--- src/rtl/scan_seq_pkg.sv ---
package scan_seq_pkg;
  typedef enum logic [2:0] {
    ST_IDLE   = 3'd0,
    ST_LOAD   = 3'd1,
    ST_CAPT   = 3'd2,
    ST_SHIFT  = 3'd3,
    ST_UNLOAD = 3'd4,
    ST_DONE   = 3'd5
  } seq_st_e;
endpackage

--- src/rtl/scan_seq_ctrl.sv ---
module scan_seq_ctrl
  import scan_seq_pkg::*;
#(
  parameter int NCORE = 4,
  parameter int LEN_W = 8,
  parameter int PAT_W = 8,
  parameter int CYC_W = 24,
  parameter int IDX_W = 2
) (
  input  logic                   clk,
  input  logic                   rst_n,
  input  logic                   start,
  input  logic                   abort_en,
  input  logic [NCORE*LEN_W-1:0] cfg_len,
  input  logic [NCORE*PAT_W-1:0] cfg_pat,
  input  logic [NCORE*IDX_W-1:0] cfg_order,
  input  logic                   miss,
  output seq_st_e                st,
  output logic [IDX_W-1:0]       cur_core,
  output logic [CYC_W-1:0]       cyc_cnt,
  output logic                   clr
);
  localparam logic [IDX_W-1:0] LAST_SLOT = IDX_W'(NCORE - 1);

  seq_st_e          st_q, st_d;
  logic [LEN_W-1:0] bit_q, bit_d;
  logic [PAT_W-1:0] pat_q, pat_d;
  logic [IDX_W-1:0] slot_q, slot_d;
  logic [CYC_W-1:0] cyc_q, cyc_d;
  logic             abort_q, abort_d;
  logic             cyc_en;
  logic [LEN_W-1:0] cur_len;
  logic [PAT_W-1:0] cur_pat;
  logic             last_bit, last_pat, last_slot, accept, busy, cmp_st;

  assign cur_core  = cfg_order[slot_q*IDX_W +: IDX_W];
  assign cur_len   = cfg_len[cur_core*LEN_W +: LEN_W];
  assign cur_pat   = cfg_pat[cur_core*PAT_W +: PAT_W];
  assign last_bit  = (bit_q == cur_len - LEN_W'(1));
  assign last_pat  = ((pat_q + PAT_W'(1)) == cur_pat);
  assign last_slot = (slot_q == LAST_SLOT);
  assign busy      = (st_q == ST_LOAD) || (st_q == ST_CAPT) ||
                     (st_q == ST_SHIFT) || (st_q == ST_UNLOAD);
  assign cmp_st    = (st_q == ST_SHIFT) || (st_q == ST_UNLOAD);
  assign accept    = start && ((st_q == ST_IDLE) || (st_q == ST_DONE));

  always_comb begin
    st_d    = st_q;
    bit_d   = bit_q;
    pat_d   = pat_q;
    slot_d  = slot_q;
    abort_d = abort_q;
    case (st_q)
      ST_IDLE, ST_DONE: begin
        if (accept) begin
          st_d    = ST_LOAD;
          bit_d   = '0;
          pat_d   = '0;
          slot_d  = '0;
          abort_d = abort_en;
        end
      end
      ST_LOAD, ST_SHIFT: begin
        if (last_bit) begin
          st_d  = ST_CAPT;
          bit_d = '0;
        end else begin
          bit_d = bit_q + LEN_W'(1);
        end
      end
      ST_CAPT: begin
        pat_d = pat_q + PAT_W'(1);
        st_d  = last_pat ? ST_UNLOAD : ST_SHIFT;
      end
      ST_UNLOAD: begin
        if (last_bit) begin
          bit_d = '0;
          pat_d = '0;
          if (last_slot) begin
            st_d = ST_DONE;
          end else begin
            slot_d = slot_q + IDX_W'(1);
            st_d   = ST_LOAD;
          end
        end else begin
          bit_d = bit_q + LEN_W'(1);
        end
      end
      default: st_d = ST_IDLE;
    endcase
    if (cmp_st && miss && abort_q) st_d = ST_DONE;
  end

  assign cyc_en = accept || busy;
  assign cyc_d  = accept ? '0 : cyc_q + CYC_W'(1);

  always_ff @(posedge clk or negedge rst_n) begin
    if (!rst_n) begin
      st_q    <= ST_IDLE;
      bit_q   <= '0;
      pat_q   <= '0;
      slot_q  <= '0;
      abort_q <= 1'b0;
      cyc_q   <= '0;
    end else begin
      st_q    <= st_d;
      bit_q   <= bit_d;
      pat_q   <= pat_d;
      slot_q  <= slot_d;
      abort_q <= abort_d;
      if (cyc_en) cyc_q <= cyc_d;
    end
  end

  assign st      = st_q;
  assign cyc_cnt = cyc_q;
  assign clr     = accept;

  // a capture is always followed by a shift phase
  assert_capt_then_shift_R1: assert property (@(posedge clk) disable iff (!rst_n)
    (st_q == ST_CAPT) |=> ((st_q == ST_SHIFT) || (st_q == ST_UNLOAD)));
  // an aborting mismatch ends the session on the next cycle
  assert_abort_stop_R6: assert property (@(posedge clk) disable iff (!rst_n)
    (cmp_st && miss && abort_q) |=> (st_q == ST_DONE));
  // the counter holds once the session has ended
  assert_cyc_frozen_R8: assert property (@(posedge clk) disable iff (!rst_n)
    ((st_q == ST_DONE) && !start) |=> $stable(cyc_q));
  // start while busy does not restart the counter
  assert_start_ignored_R9: assert property (@(posedge clk) disable iff (!rst_n)
    (busy && start) |=> (cyc_q != '0));
endmodule

--- src/rtl/scan_resp_cmp.sv ---
module scan_resp_cmp #(
  parameter int NCHAIN = 4
) (
  input  logic              en,
  input  logic [NCHAIN-1:0] resp,
  input  logic [NCHAIN-1:0] expv,
  input  logic [NCHAIN-1:0] mask,
  output logic              miss
);
  logic [NCHAIN-1:0] diff;

  for (genvar i = 0; i < NCHAIN; i++) begin : g_bit
    assign diff[i] = en && !mask[i] && (resp[i] != expv[i]);
  end

  assign miss = |diff;
endmodule

--- src/rtl/scan_fail_log.sv ---
module scan_fail_log #(
  parameter int NCORE = 4,
  parameter int IDX_W = 2
) (
  input  logic             clk,
  input  logic             rst_n,
  input  logic             clr,
  input  logic             hit,
  input  logic [IDX_W-1:0] core,
  output logic [NCORE-1:0] flags,
  output logic             any_fail,
  output logic [IDX_W-1:0] first_core
);
  logic [NCORE-1:0] flags_q, flags_d;
  logic             any_q, any_d;
  logic [IDX_W-1:0] first_q, first_d;
  logic             upd;

  always_comb begin
    flags_d = flags_q;
    any_d   = any_q;
    first_d = first_q;
    if (clr) begin
      flags_d = '0;
      any_d   = 1'b0;
      first_d = '0;
    end else if (hit) begin
      for (int i = 0; i < NCORE; i++) begin
        if (core == IDX_W'(i)) flags_d[i] = 1'b1;
      end
      any_d = 1'b1;
      if (!any_q) first_d = core;
    end
  end

  assign upd = clr || hit;

  always_ff @(posedge clk or negedge rst_n) begin
    if (!rst_n) begin
      flags_q <= '0;
      any_q   <= 1'b0;
      first_q <= '0;
    end else if (upd) begin
      flags_q <= flags_d;
      any_q   <= any_d;
      first_q <= first_d;
    end
  end

  assign flags      = flags_q;
  assign any_fail   = any_q;
  assign first_core = first_q;

  // per-core fail flags are sticky until a new session clears them
  assert_flags_sticky_R7: assert property (@(posedge clk) disable iff (!rst_n)
    !clr |=> ((flags_q & $past(flags_q)) == $past(flags_q)));
endmodule

--- src/rtl/scan_abort_seq.sv ---
module scan_abort_seq
  import scan_seq_pkg::*;
#(
  parameter int NCORE  = 4,
  parameter int NCHAIN = 4,
  parameter int LEN_W  = 8,
  parameter int PAT_W  = 8,
  parameter int CYC_W  = 24,
  localparam int IDX_W = (NCORE > 1) ? $clog2(NCORE) : 1
) (
  input  logic                    clk,
  input  logic                    rst_n,
  input  logic                    start,
  input  logic                    abort_en,
  input  logic [NCORE*LEN_W-1:0]  cfg_len,
  input  logic [NCORE*PAT_W-1:0]  cfg_pat,
  input  logic [NCORE*IDX_W-1:0]  cfg_order,
  input  logic [NCHAIN-1:0]       stim_bits,
  input  logic [NCHAIN-1:0]       exp_bits,
  input  logic [NCHAIN-1:0]       mask_bits,
  input  logic [NCHAIN-1:0]       resp_bits,
  output logic                    scan_en,
  output logic [NCHAIN-1:0]       scan_in,
  output logic                    capture,
  output logic                    stim_req,
  output logic                    cmp_en,
  output logic [IDX_W-1:0]        cur_core,
  output logic                    busy,
  output logic                    done,
  output logic                    fail,
  output logic [IDX_W-1:0]        fail_core,
  output logic [NCORE-1:0]        fail_flags,
  output logic [CYC_W-1:0]        cyc_cnt
);
  seq_st_e st;
  logic    miss, clr;

  scan_seq_ctrl #(
    .NCORE(NCORE), .LEN_W(LEN_W), .PAT_W(PAT_W), .CYC_W(CYC_W), .IDX_W(IDX_W)
  ) u_ctrl (
    .clk(clk), .rst_n(rst_n), .start(start), .abort_en(abort_en),
    .cfg_len(cfg_len), .cfg_pat(cfg_pat), .cfg_order(cfg_order),
    .miss(miss), .st(st), .cur_core(cur_core), .cyc_cnt(cyc_cnt), .clr(clr)
  );

  assign scan_en  = (st == ST_LOAD) || (st == ST_SHIFT) || (st == ST_UNLOAD);
  assign capture  = (st == ST_CAPT);
  assign stim_req = (st == ST_LOAD) || (st == ST_SHIFT);
  assign cmp_en   = (st == ST_SHIFT) || (st == ST_UNLOAD);
  assign busy     = scan_en || capture;
  assign done     = (st == ST_DONE);
  assign scan_in  = stim_req ? stim_bits : '0;

  scan_resp_cmp #(.NCHAIN(NCHAIN)) u_cmp (
    .en(cmp_en), .resp(resp_bits), .expv(exp_bits), .mask(mask_bits), .miss(miss)
  );

  scan_fail_log #(.NCORE(NCORE), .IDX_W(IDX_W)) u_log (
    .clk(clk), .rst_n(rst_n), .clr(clr), .hit(miss), .core(cur_core),
    .flags(fail_flags), .any_fail(fail), .first_core(fail_core)
  );

  // comparison only begins right after a capture
  assert_cmp_after_capt_R4: assert property (@(posedge clk) disable iff (!rst_n)
    $rose(cmp_en) |-> $past(capture));
endmodule

--- config.mk ---
export PLATFORM = sky130hd
export DESIGN_NAME = scan_abort_seq
export DESIGN_NICKNAME = d
export VERILOG_FILES = /design/src/rtl/scan_seq_pkg.sv /design/src/rtl/scan_seq_ctrl.sv /design/src/rtl/scan_resp_cmp.sv /design/src/rtl/scan_fail_log.sv /design/src/rtl/scan_abort_seq.sv
export SDC_FILE = /design/constraint.sdc
export NUM_CORES = 1
export LEC_CHECK = 0
export ABC_CLOCK_PERIOD_IN_PS = 8800
export BUFFER_PORTS_ARGS = -buffer_cell sky130_fd_sc_hd__buf_2
export CELL_PAD_IN_SITES_DETAIL_PLACEMENT = 2
export CELL_PAD_IN_SITES_GLOBAL_PLACEMENT = 2
export CORE_MARGIN = 3
export CORE_UTILIZATION = 25
export CTS_BUF_LIST = sky130_fd_sc_hd__clkbuf_8
export DETAILED_ROUTE_END_ITERATION = 7
export PLACE_DENSITY_LB_ADDON = 0.2
export REMOVE_ABC_BUFFERS = 1
export SLEW_MARGIN = 5
export SYNTH_ARGS = -nofsm -noshare
export SYNTH_HDL_FRONTEND = slang
export SYNTH_SLANG_ARGS = --single-unit
--- constraint.sdc ---
create_clock -name clk -period 8.8 [get_ports clk]
set_input_delay 0.88 -clock clk [delete_from_list [all_inputs] [get_ports clk]]
set_output_delay 0.88 -clock clk [all_outputs]
set_load 0.005 [all_outputs]
## Yosys cells after proc, flatten, opt, wreduce, memory -nomap -nowiden

Index checks and enable logic that the tools add are counted.

- Register bits after elaboration: 53
- Word-level logic and storage cells: 121
- Input bits: 92

- Reductions and logical operators: 50
- Add/sub/neg operators: 5
- Equality and inequality tests: 22
- Multiplexer cells: 29
- Shifts and indexed selects: 3

Operator list:

| operator | number |
|---|---|
| 32-bit by 6-bit indexed part select with 8-bit output | 2 |
| 24-bit by 1-bit adder with 24-bit output (second input constant) | 1 |
| 24-bit two-way mux | 1 |
| 8-bit two-way mux | 3 |
| 8-bit case mux with 3 select lines | 1 |
| 3-bit AND reduction | 7 |
| 3-bit two-way mux | 6 |
| 8-bit by 1-bit adder with 8-bit output (second input constant) | 2 |
| 8-bit equality test | 2 |
| 8-bit case mux with 2 select lines | 1 |
| 2-bit nonzero test | 7 |
| 2-bit two-way mux | 6 |
| 4-bit two-way mux | 3 |
| 3-bit case mux with 4 select lines | 1 |
| 1-bit logical AND | 11 |
| 1-bit logical OR | 10 |
| 3-bit by 1-bit inequality test with 1-bit output (second input constant) | 3 |
| 8-bit by 4-bit indexed part select with 2-bit output | 1 |
| 8-bit by 1-bit subtractor with 8-bit output (second input constant) | 1 |
| 2-bit equality test (second input constant) | 3 |
| 3-bit by 2-bit equality test with 1-bit output (second input constant) | 2 |
| 3-bit equality test (second input constant) | 2 |
| 1-bit two-way mux | 6 |
| 2-bit AND reduction | 3 |
| 15 further kinds | 24 |

## Logic depth before layout (Yosys ltp)

- Depth after elaboration: 9
- Mapped depth: 17

## Modules after synthesis

A second synthesis with hierarchy kept.

- Cells, all modules: 452
- Area total of the unflattened synthesis: 4,124.0 um^2

Modules (own cells, without submodules):

| module | area an instance (um^2) | times used | cells an instance | seq. area each (um^2) |
|---|---|---|---|---|
| scan_seq_ctrl | 3,658.5 | 1 | 403 | 1,151.1 |
| scan_fail_log | 297.8 | 1 | 28 | 175.2 |
| scan_abort_seq | 96.3 | 1 | 12 | 0.0 |
| scan_resp_cmp | 71.3 | 1 | 9 | 0.0 |

## Worst setup path after synthesis

Ideal clock, no wire load.

- Path type: input port to flip-flop
- Start point: input port cfg_order[6]
- End point: register u_ctrl.bit_q[2]
- Stages on the path: 16
- Setup time: 128 ps
- Setup slack: 4,983 ps
- Path buffers: 3
- Arrival time: 3,689 ps
- Path through: mux4_2 buf_6 buf_6 mux2i_1 mux2i_1 inv_1 ha_1 and2_1 a22oi_1 nor4_2 xnor2_1 nor4_4 nand2_2 buf_6 a31oi_1 o22ai_1

- Longest elaborated chain between the ends: 6

RTL lines:

| what | RTL line | text |
|---|---|---|
| from (decl) | scan_abort_seq.sv:17 | `input logic [NCORE*IDX_W-1:0] cfg_order,` |
| 8-bit by 4-bit indexed part select with 2-bit output | scan_seq_ctrl.sv:36 | `assign cur_core = cfg_order[slot_q*IDX_W +: IDX_W];` |
| 32-bit by 6-bit indexed part select with 8-bit output | scan_seq_ctrl.sv:37 | `assign cur_len = cfg_len[cur_core*LEN_W +: LEN_W];` |
| 8-bit by 1-bit subtractor with 8-bit output | scan_seq_ctrl.sv:39 | `assign last_bit = (bit_q == cur_len - LEN_W'(1));` |
| 8-bit equality test | scan_seq_ctrl.sv:39 |  |
| 8-bit two-way mux | scan_seq_ctrl.sv:64, scan_seq_ctrl.sv:76 |  |
| 8-bit case mux with 2 select lines | scan_seq_ctrl.sv:53 | `case (st_q)` |
| to (signal assigned) | scan_seq_ctrl.sv:107 | `bit_q <= bit_d;` |
| to (decl) | scan_seq_ctrl.sv:26 | `logic [LEN_W-1:0] bit_q, bit_d;` |

No other way between the ends.
A chain may end at the register's enable or synchronous reset.

## Worst setup path after layout

- Start point: input port cfg_order[6]
- End point: register u_ctrl.pat_q[4]

- Longest elaborated chain between the ends: 6

RTL lines:

| what | RTL line | text |
|---|---|---|
| 8-bit by 4-bit indexed part select with 2-bit output | scan_seq_ctrl.sv:36 |  |
| 32-bit by 6-bit indexed part select with 8-bit output | scan_seq_ctrl.sv:37 |  |
| 8-bit by 1-bit subtractor with 8-bit output | scan_seq_ctrl.sv:39 |  |
| 8-bit equality test | scan_seq_ctrl.sv:39 |  |
| 2-bit by 1-bit inequality test with 1-bit output (no source line) | n/a |  |
| 3-bit AND reduction (no source line) | n/a |  |
| to (signal assigned) | scan_seq_ctrl.sv:108 | `pat_q <= pat_d;` |
| to (decl) | scan_seq_ctrl.sv:27 | `logic [PAT_W-1:0] pat_q, pat_d;` |

No other way between the ends.

==> results list <==
- Pwr Density: 221 nW/um2
* Count of state elements after synthesis: 53
* First-pass GRT wire length: 19500 um
- Crit path kind: primary input to flip-flop
- Total GRT Usage: 0.144
- For this design, the CTS-stage hold fixing added 0 buffers.
- Setup clock skew after layout: 0.0101 ns
- Area of the die: 16400 um2
* Width of the die: 128 um
* Post-route DRC violation count: 0
- Max Root-Sink Buffers: 2
- For this run, the post-layout net count is 641.
* Net Sw Frac: 0.415
* Final standard cell count with taps included and fillers excluded: 724
- Of the total power, the clock network draws 0.166.
- Counting the buffers created by CTS gives 5.
- DR iter-0 viols: 157
* Result of the run: finished, final reports clean
* Tightest Hold Check Type: flip-flop to flip-flop
- Max Fclk: 226 MHz
* Total internal power: 0.599 mW
- Most common flop cell mapped by yosys: dfrtp_1
* Height of the chip: 128 um
- Final critical path time including I/O delays and setup: 4.43 ns
* Stage delay of the slowest cell on the critical path: 0.89 ns
* Level count of the clock H-tree: 2
- After clock tree synthesis, the clock-pin slew on the worst setup and hold paths is 0.11 ns.
- Cell Rows: 43
- Final total power: 1.02 mW
- Port buffering added 134 buffers.
- The placed instances occupy a cell area of 4530 um2.
- Pin count of the biggest net entering global routing: 54
- Routability congestion estimate from global placement: 0.727
* Synthesized instance count: 420
- Post-route core utilization: 0.326
- In this run the power spent charging and discharging nets is 0.425 mW.
* Rel. slew slack: 0.333
- Summed over all failing endpoints, the final setup total negative slack is 0 ns.
- Yosys mapped a number of flops with a built-in enable equal to 0.
- In the post-synthesis netlist, the biggest area contributors are dfrtp_1, mux2i_1, xnor2_1.
- The number of different library cells used by synthesis comes to 45.
* Hold slack final: 0.513 ns
* Global route overflow: 0
- After layout, the worst setup slack is 4.37 ns.
- Max-slew violation total from the final report: 0
- The number of antenna diodes in the final layout is 0.
- Max-cap violations in this run came to 0.
- Post-CTS setup buffer count: 0
- Total number of vias: 3568
- The layout has 1671 filler cells.
* HPWL Detailed: 9400 um
- Clock latency on the worst-skew pair: 0.31 ns
- Sequential standard cell area: 1330 um2
- For this run, the detailed router's first-pass iteration total came to 4.
- Once detail routing completed, the nets flagged for antenna violations numbered 0.
- Count of boundary I/O pins: 135
* Post-synthesis cell type with the largest combined area: dfrtp_1
- STA classifies the critical path endpoint as a flip-flop.
* Share of post-route cells with drive strength above 1: 0.298
- After detailed placement, the design holds a cell count of 717.
* Highest net fanout along the worst path: 36
* Final worst-path cycle share: 0.503
* Peak supply drop: 0.0000814 V
- Of the total power, combinational logic draws 0.423.
- For this run, the number of Yosys warnings is 0.
* Flop pwr share: 0.411
- For this run, asynchronously set or reset flops after synthesis account for 1.00.
- Initial antenna violation count: 1
- Using the TritonRoute via totals, the vias-per-cell ratio works out to 4.93.
- The multi-input combinational cells in the finished layout cover a total of 2210 um2.
* Required time reported for the critical path endpoint: 8.98 ns
* Final number of setup-violating endpoints: 0
* Sequential element share of the synthesized area: 0.357
- Tracing the worst setup path back leads to its startpoint at cfg_order[6].
- Crit start category: primary input
- For this design, the slowest cell found on the critical path is mux4_2.
* Clock Root Buffer: clkbuf_8
- Timing analysis after detailed placement gives a worst setup slack of 4.00 ns.
- After detailed routing, the average wire length per cell comes to 16.4 um.
- Post-detailed-routing wire length: 11900 um
* Static leakage: 2.24 nW
- Data on the critical path arrives at its endpoint at 4.61 ns.
* Area Growth Syn to Fin: 24.7%
- A synthesized cell averages 8.85 um2.
- Cell area after layout: 4630 um2
- After floorplanning, the core was sized to cover 14200 um2.
* Fraction of post-synthesis cell area in the top cell type by area: 0.357
* Starting Density: 0.262
* Launching point of the worst reg2reg path: u_ctrl.slot_q[0]$_DFFE_PN0P_
- Final Hold Fails: 0
- RSZ-0062 raised after global routing: no
- TritonCTS built the clock tree.
- At the pin with the least slew margin, the transition time is 1.00 ns.
- The number of global-route vias before repair was 3898.
- Post-cts sizing count: 0
* CTS sink count: 53
- The startpoint identified for the worst hold timing path is u_log.flags[3]$_DFFE_PN0P_.
* Synthesized cell area: 3720 um2
* Chain of cells forming the critical path: buf_2 -> mux4_2 -> mux2i_1 -> mux2i_1 -> inv_1 -> ha_1 -> inv_1 -> nor2_1 -> a22oi_1 -> nor4_2 -> xnor2_1 -> nor4_4 -> nand2_2 -> a21oi_2 -> o21ai_0
-- cell usage in the layout, fill, tap and decap left out, types with 3 or more instances in the layout --
cell type,synthesis,routed
a31oi_1,6,6
or2_2,4,4
nand4_1,9,9
and3_1,10,10
clkbuf_8,0,5
mux4_2,6,6
o211ai_1,4,4
buf_2,5,134
ha_1,5,5
a21oi_1,19,18
nor3_1,13,13
o21ai_0,23,23
or3_1,14,14
o22ai_1,6,6
nand2b_1,3,3
nor2_1,42,42
and2_1,3,3
xnor2_1,25,25
nand3_1,18,18
dfrtp_1,53,53
nand2_1,37,37
mux2i_1,39,39
inv_1,22,22
xor2_1,16,16
mux2_2,3,3
-- logic make-up (layout without fill, tap and decap cells) --
kind of cell	count (synthesis)	after routing	share of synthesized area
buf+inv	42	166	0.0502
fa+ha+maj	6	6	0.0195
compound gates	70	70	0.114
xor+xnor	41	41	0.0966
simple gates	160	160	0.212
mux	48	48	0.151
flops	53	53	0.357
-- cell type report --
type	instances	share of cell area
well taps	180	0.0486
flip-flops and latches	53	0.286
clock buffers	5	0.0148
repair buffers	136	0.148
clock inverters	2	0.00756
inverters	23	0.0186
multi-input cells	325	0.476
-- cells in the mapped netlist (all sizes together) (4+ instances only) --
cell type,count
dfrtp,53
nor2,42
mux2i,39
nand2,38
xnor2,25
o21ai,23
inv,22
a21oi,20
nand3,18
xor2,16
or3,14
nor3,13
clkbuf,11
and3,10
nand4,9
buf,8
a31oi,6
mux4,6
o22ai,6
ha,5
o211ai,4
or2,4
-- sequential cells by signal, summed over array words and instances (netlist names) --
name              count
u_ctrl.slot_q         2
u_log.flags           4
u_ctrl.cyc_cnt       24
u_ctrl.pat_q          8
u_log.first_core      2
u_ctrl.abort_q        1
u_log.any_fail        1
u_ctrl.st             3
u_ctrl.bit_q          8
-- power by group through the flow --
stage | clock [mW] | combinational (mW) | sequential (mW)
after global routing | 0.187 | 0.496 | 0.439
after CTS | 0.177 | 0.446 | 0.424
after global placement | 0 | 0.421 | 0.423
after floorplan | 0 | 0.267 | 0.403
final | 0.170 | 0.433 | 0.420
after detailed placement | 0 | 0.443 | 0.429
-- final timing paths --
check	cells after the start	slack (ns)	end
worst max-delay path	15	4.37	u_ctrl.pat_q[4]$_DFFE_PN0P_
worst min-delay path	2	0.51	u_log.flags[3]$_DFFE_PN0P_
worst max register to register	14	4.44	u_ctrl.pat_q[4]$_DFFE_PN0P_
worst min register to register	2	0.51	u_log.flags[3]$_DFFE_PN0P_
max in group asynchronous	2	7.61	u_log.any_fail$_DFFE_PN0P_
min in group asynchronous	2	0.69	u_ctrl.cyc_cnt[18]$_DFFE_PN0P_
-- per-layer routing --
layer	GRT usage	routed length, um
met5	0	13
met2	0.258	6230
met4	0.0212	41
met3	0.0288	474
met1	0.181	5130
-- worst max-delay path, delay by kind of cell --
kind / cells / cell delay [ns]
multiplexers: 3 / 1.35
AND/OR/NAND/NOR: 4 / 1.06
AO/OA/AOI/OAI: 3 / 0.68
buffers and inverters: 3 / 0.27
adder cells (fa/ha/maj): 1 / 0.20
XOR/XNOR: 1 / 0.14
(Power assumes the default switching activity.)
